===== config.mk =====
export PLATFORM = sky130hd
export DESIGN_NAME = intr_aggr_top
export DESIGN_NICKNAME = d
export VERILOG_FILES = /design/src/rtl/intr_aggr_pkg.sv /design/src/rtl/intr_aggr_ctrl.sv /design/src/rtl/intr_aggr_datapath.sv /design/src/rtl/intr_aggr_top.sv
export SDC_FILE = /design/constraint.sdc
export NUM_CORES = 2
export LEC_CHECK = 0
export BUFFER_PORTS_ARGS = -buffer_cell sky130_fd_sc_hd__buf_4
export CORE_MARGIN = 4
export CORE_UTILIZATION = 55
export CTS_CLUSTER_SIZE = 40
export DETAILED_ROUTE_END_ITERATION = 16
export GPL_TIMING_DRIVEN = 0
export PLACE_DENSITY_LB_ADDON = 0.2
export SKIP_CTS_REPAIR_TIMING = 1
export SLEW_MARGIN = 20
export SYNTH_ARGS = -nofsm -noshare
export SYNTH_HDL_FRONTEND = slang
export SYNTH_SLANG_ARGS = --single-unit

===== constraint.sdc =====
create_clock -name clk -period 4.4 [get_ports clk]
set_input_delay 1.32 -clock clk [delete_from_list [all_inputs] [get_ports clk]]
set_output_delay 1.32 -clock clk [all_outputs]
set_load 0.05 [all_outputs]

===== src/rtl/intr_aggr_pkg.sv =====
package intr_aggr_pkg;
  localparam int PORTS    = 8;
  localparam int GROUPS   = 4;
  localparam int GBITS    = 8;
  localparam int ADDR_W   = 8;
  localparam int PORT_W   = $clog2(PORTS);
  localparam int GRP_W    = $clog2(GROUPS);
  localparam int EVT_W    = PORTS * GROUPS * GBITS;
  localparam int PORT_LSB = 4;
  localparam int INFO_OFS = 8;

  localparam int G_TX   = 0;
  localparam int G_RX   = 1;
  localparam int G_LINE = 2;
  localparam int G_BERT = 3;

  typedef enum logic [2:0] {
    RD_NONE, RD_STATUS, RD_MASK, RD_PINFO, RD_GFRM, RD_GLINE, RD_GBERT
  } rd_kind_e;

  typedef struct packed {
    logic              statusWr;
    logic              maskWr;
    logic [PORT_W-1:0] port;
    logic [GRP_W-1:0]  grp;
    logic [GBITS-1:0]  data;
    rd_kind_e          rdKind;
  } strobe_t;
endpackage


===== src/rtl/intr_aggr_ctrl.sv =====
module intr_aggr_ctrl
  import intr_aggr_pkg::*;
(
  input  logic              wrEn,
  input  logic [ADDR_W-1:0] addr,
  input  logic [GBITS-1:0]  wrData,
  output strobe_t           stb
);
  logic       isGlobal;
  logic [3:0] ofs;

  assign isGlobal = addr[ADDR_W-1];
  assign ofs      = addr[3:0];

  always_comb begin
    stb          = '0;
    stb.port     = addr[PORT_LSB +: PORT_W];
    stb.grp      = ofs[GRP_W-1:0];
    stb.data     = wrData;
    stb.rdKind   = RD_NONE;
    if (isGlobal) begin
      unique case (addr[ADDR_W-2:0])
        7'd0:    stb.rdKind = RD_GFRM;
        7'd1:    stb.rdKind = RD_GLINE;
        7'd2:    stb.rdKind = RD_GBERT;
        default: stb.rdKind = RD_NONE;
      endcase
    end else begin
      if (ofs < 4'(GROUPS)) begin
        stb.rdKind   = RD_STATUS;
        stb.statusWr = wrEn;
      end else if (ofs < 4'(2 * GROUPS)) begin
        stb.rdKind   = RD_MASK;
        stb.maskWr   = wrEn;
      end else if (ofs == 4'(INFO_OFS)) begin
        stb.rdKind   = RD_PINFO;
      end
    end
  end
endmodule


===== src/rtl/intr_aggr_datapath.sv =====
module intr_aggr_datapath
  import intr_aggr_pkg::*;
(
  input  logic             clk,
  input  logic             rstN,
  input  logic [EVT_W-1:0] evtIn,
  input  strobe_t          stb,
  output logic [GBITS-1:0] rdData,
  output logic             irqN
);
  logic [EVT_W-1:0]  evtPrev;
  logic [EVT_W-1:0]  latchQ;
  logic [EVT_W-1:0]  maskQ;
  logic [GROUPS-1:0] pend [PORTS];
  logic [PORTS-1:0]  gFrm, gLine, gBert;

  for (genvar p = 0; p < PORTS; p++) begin : g_port
    for (genvar g = 0; g < GROUPS; g++) begin : g_grp
      localparam int BASE = (p * GROUPS + g) * GBITS;
      logic             hit;
      logic [GBITS-1:0] clrBits, riseBits;

      assign hit      = (stb.port == PORT_W'(p)) && (stb.grp == GRP_W'(g));
      assign clrBits  = (stb.statusWr && hit) ? stb.data : '0;
      assign riseBits = evtIn[BASE +: GBITS] & ~evtPrev[BASE +: GBITS];

      always_ff @(posedge clk) begin
        if (!rstN) begin
          evtPrev[BASE +: GBITS] <= '0;
          latchQ[BASE +: GBITS]  <= '0;
          maskQ[BASE +: GBITS]   <= '0;
        end else begin
          evtPrev[BASE +: GBITS] <= evtIn[BASE +: GBITS];
          latchQ[BASE +: GBITS]  <= (latchQ[BASE +: GBITS] & ~clrBits) | riseBits;
          if (stb.maskWr && hit) maskQ[BASE +: GBITS] <= stb.data;
        end
      end

      assign pend[p][g] = |(latchQ[BASE +: GBITS] & maskQ[BASE +: GBITS]);
    end

    assign gFrm[p]  = pend[p][G_TX] | pend[p][G_RX];
    assign gLine[p] = pend[p][G_LINE];
    assign gBert[p] = pend[p][G_BERT];
  end

  logic [GBITS-1:0] rdNext;
  logic [$clog2(EVT_W)-1:0] sliceBase;
  assign sliceBase = ($clog2(EVT_W))'((int'(stb.port) * GROUPS + int'(stb.grp)) * GBITS);

  always_comb begin
    rdNext = '0;
    unique case (stb.rdKind)
      RD_STATUS: rdNext = latchQ[sliceBase +: GBITS];
      RD_MASK:   rdNext = maskQ[sliceBase +: GBITS];
      RD_PINFO:  rdNext = GBITS'(pend[stb.port]);
      RD_GFRM:   rdNext = GBITS'(gFrm);
      RD_GLINE:  rdNext = GBITS'(gLine);
      RD_GBERT:  rdNext = GBITS'(gBert);
      default:   rdNext = '0;
    endcase
  end

  always_ff @(posedge clk) begin
    if (!rstN) begin
      rdData <= '0;
      irqN   <= 1'b1;
    end else begin
      rdData <= rdNext;
      irqN   <= ~(|{gFrm, gLine, gBert});
    end
  end
endmodule


===== src/rtl/intr_aggr_top.sv =====
module intr_aggr_top
  import intr_aggr_pkg::*;
(
  input  logic              clk,
  input  logic              rstN,
  input  logic [EVT_W-1:0]  evtIn,
  input  logic              wrEn,
  input  logic [ADDR_W-1:0] addr,
  input  logic [GBITS-1:0]  wrData,
  output logic [GBITS-1:0]  rdData,
  output logic              irqN
);
  strobe_t stb;

  intr_aggr_ctrl ctrl (
    .wrEn   (wrEn),
    .addr   (addr),
    .wrData (wrData),
    .stb    (stb)
  );

  intr_aggr_datapath dp (
    .clk    (clk),
    .rstN   (rstN),
    .evtIn  (evtIn),
    .stb    (stb),
    .rdData (rdData),
    .irqN   (irqN)
  );
endmodule


==> run_results.csv <==
group,metric,value,unit
run_status,run_status,"complete, but fails checks",
run_status,violations,"negative setup slack",
cts,clkTransAtPathRegs,60,ps
worst_setup_path,regToRegSetupSlack,1510,ps
synth,synthTopCellsByArea,"dfxtp_1 (46%), nand2_1 (10%), nor2b_1 (9.4%), nand3_1 (5.8%), a21boi_0 (5.6%)",
worst_setup_path,crit_required,4880,ps
synth,synth_nets,4504,
cells_and_area,final_common_cell,"nand2_1",
cts,htreeDepth,3,
cells_and_area,syn_to_final_growth,17.9,%
timing,worst_slack,-216,ps
pwr,cellPowerDensity,414,mW/mm²
synth,async_flop_share,0,%
timing,hold_viol,0,
synth,ys_seq_area_share,45.5,%
place,place.gp.congestion,1.13,
synth,yosys.area.top_type_share,45.5,%
cells_and_area,mostFrequentLayoutCells,"nand2_1 (923), dfxtp_1 (777), nor2b_1 (515)",
synth,yosys_most_used_dff,"dfxtp_1",
synth,syn_area,0.0342,mm²
detailed_routing,drt_iter0_drc,5896,
cts,cts-root-buf,"clkbuf_16",
synth,synthCells,4229,
cells_and_area,final_area,0.0403,mm²
global_routing,grt-ovfl-total,0,
detailed_routing,wl,161000,µm
synth,avgSynthCellArea,8.08,µm²
cells_and_area,finalNonFillerCells,5497,
timing,setup_viol,121,
detailed_routing,met1Wirelength,58900,µm
synth,synth-edff-count,0,
die,core,0.0616,mm²
synth,yosysUniqueCellTypes,59,
timing,tightest_slew,1380,ps
cts,clockBufferDepth,3,
pwr,leakagePower,14.7,nW
worst_hold_path,hold_class,"flip-flop to flip-flop",
worst_setup_path,cp-end-kind,"flip-flop",
timing,fmax,217,MHz
timing,fin_crit,4620,ps
timing,finalClockSkew,27.4,ps
timing,maxSlewViolCount,0,
detailed_routing,top_layer,"met5",
place,post-place-cells,5340,
timing,fin_setup_tns,-8630,ps
detailed_routing,route.detailed.drc,0,
detailed_routing,wl_met3,24200,µm
worst_setup_path,start_kind,"primary input",
synth,ys_ff_latch,777,
worst_setup_path,cp_data_arrival_time,5090,ps
cells_and_area,drive_gt1_share,11.4,%
job,drv_cap,0,
worst_setup_path,critPathMaxFanout,10,
detailed_routing,vias,35300,
cells_and_area,fin_nets,4860,
timing,rsz0062_at_grt,"no",
global_routing,grt_max_degree,15,
global_routing,grt_pass1_vias,32700,
global_routing,grt_first_pass_wirelength,225000,µm
cts,cts_tree,"done",
detailed_routing,vias_per_cell,6.43,
die,boundaryPins,284,
die,rows,91,
cts,clk_latency,680,ps
timing,timing.final.crit_share,105,%
worst_setup_path,path_class,"primary input to flip-flop",
synth,yosys_warnings,0,
die,dieArea,0.0662,mm²
place,place_area,0.0373,mm²
cts,cts_buffers,80,
synth,yosysTopAreaCell,"dfxtp_1",
detailed_routing,ant_nets,0,
cts,cts_sinks,777,
die,initial_core_util,55.5,%
place,port_buffers,272,
place,dp_hpwl,115000,µm
place,dp_slack,-1910,ps
global_routing,grt_usage,46.6,%
global_routing,antenna_found_initial,12,
die,die_height,257,µm
detailed_routing,wl_per_cell,29.4,µm
detailed_routing,met2RoutedLength,62700,µm
timing,max_slew_margin,8.10,%
die,fp.dieW,257,µm
detailed_routing,drt_first_pass_iters,11,
pwr,vdd_ir_drop_max,0.354,mV
critical path: stages:
cell      delay [ps]
clkbuf_1         360
nor2b_2          540
clkbuf_2         600
clkbuf_2         730
nand3_1          250
nand4_1          190
a31oi_1           70
a311oi_1         750
o41ai_2          260
report_power, final:
group | internal [mW] | switching (mW)
clock | 4.17 | 3.07
combinational | 0.641 | 1.17
sequential | 7.35 | 0.287
cell usage after synthesis (24+ instances only):
library cell,number
nand2_1,925
dfxtp_1,777
nor2b_1,516
nand3_1,396
a21oi_1,265
and2_1,260
a21boi_0,256
clkbuf_1,236
a22oi_1,129
a31oi_1,64
mux2i_1,57
nor2_1,56
buf_1,48
nand4_1,38
o22ai_1,24
sequential cells by signal, indices dropped and copies added (netlist names):
signal / count
dp.irqN: 1
dp.latchQ: 256
dp.evtPrev: 256
dp.rdData: 8
dp.maskQ: 256
cells by family after synthesis:
kind of cell,count (synthesis),synth area share [%]
and+or+nand+nor,2257,32.7
AOI/OAI and AO/OA,818,16.0
DFF,777,45.5
buffers and inverters,298,3.36
muxes,79,2.44
layer usage:
metal	up-vias	GRT usage (%)
met5	-	0
li1	15100	-
met4	9	32.9
met2	2832	64.4
met3	906	20.1
met1	16500	58.0
per-stage QoR:
| step | hold slack (ps) | power, mW | utilization, % |
|---|---|---|---|
| detailed placement | 469 | 9.45 | 60.6 |
| global placement | 463 | 9.42 | 60.5 |
| CTS | 478 | 16.5 | 65.1 |
| global route | 500 | 17.0 | 65.4 |
| finish | 481 | 16.7 | 65.4 |
| floorplan | 454 | 8.52 | - |
path summary, 6_finish.rpt:
| check | start | to | cells past startpoint |
|---|---|---|---|
| setup / recovery | addr[1] | dp.rdData[1] | 9 |
| hold / removal | dp.maskQ[212] | dp.maskQ[212] | 2 |
| setup reg to reg | dp.latchQ[38] | dp.irqN | 6 |
| hold reg to reg | dp.maskQ[212] | dp.maskQ[212] | 2 |
layout make-up:
type | instances | area, µm²
diodes | 14 | 35.0
plain buffers | 294 | 1270
clock buffers | 110 | 2290
clock inverters | 33 | 484
fillers | 5482 | 21300
inverters | 3 | 11.3
multi-input cells | 3154 | 17500
flip-flops and latches | 777 | 15600
well taps | 837 | 1050
repair buffers | 275 | 2080
Note: power is estimated with default switching activity, not from simulation.
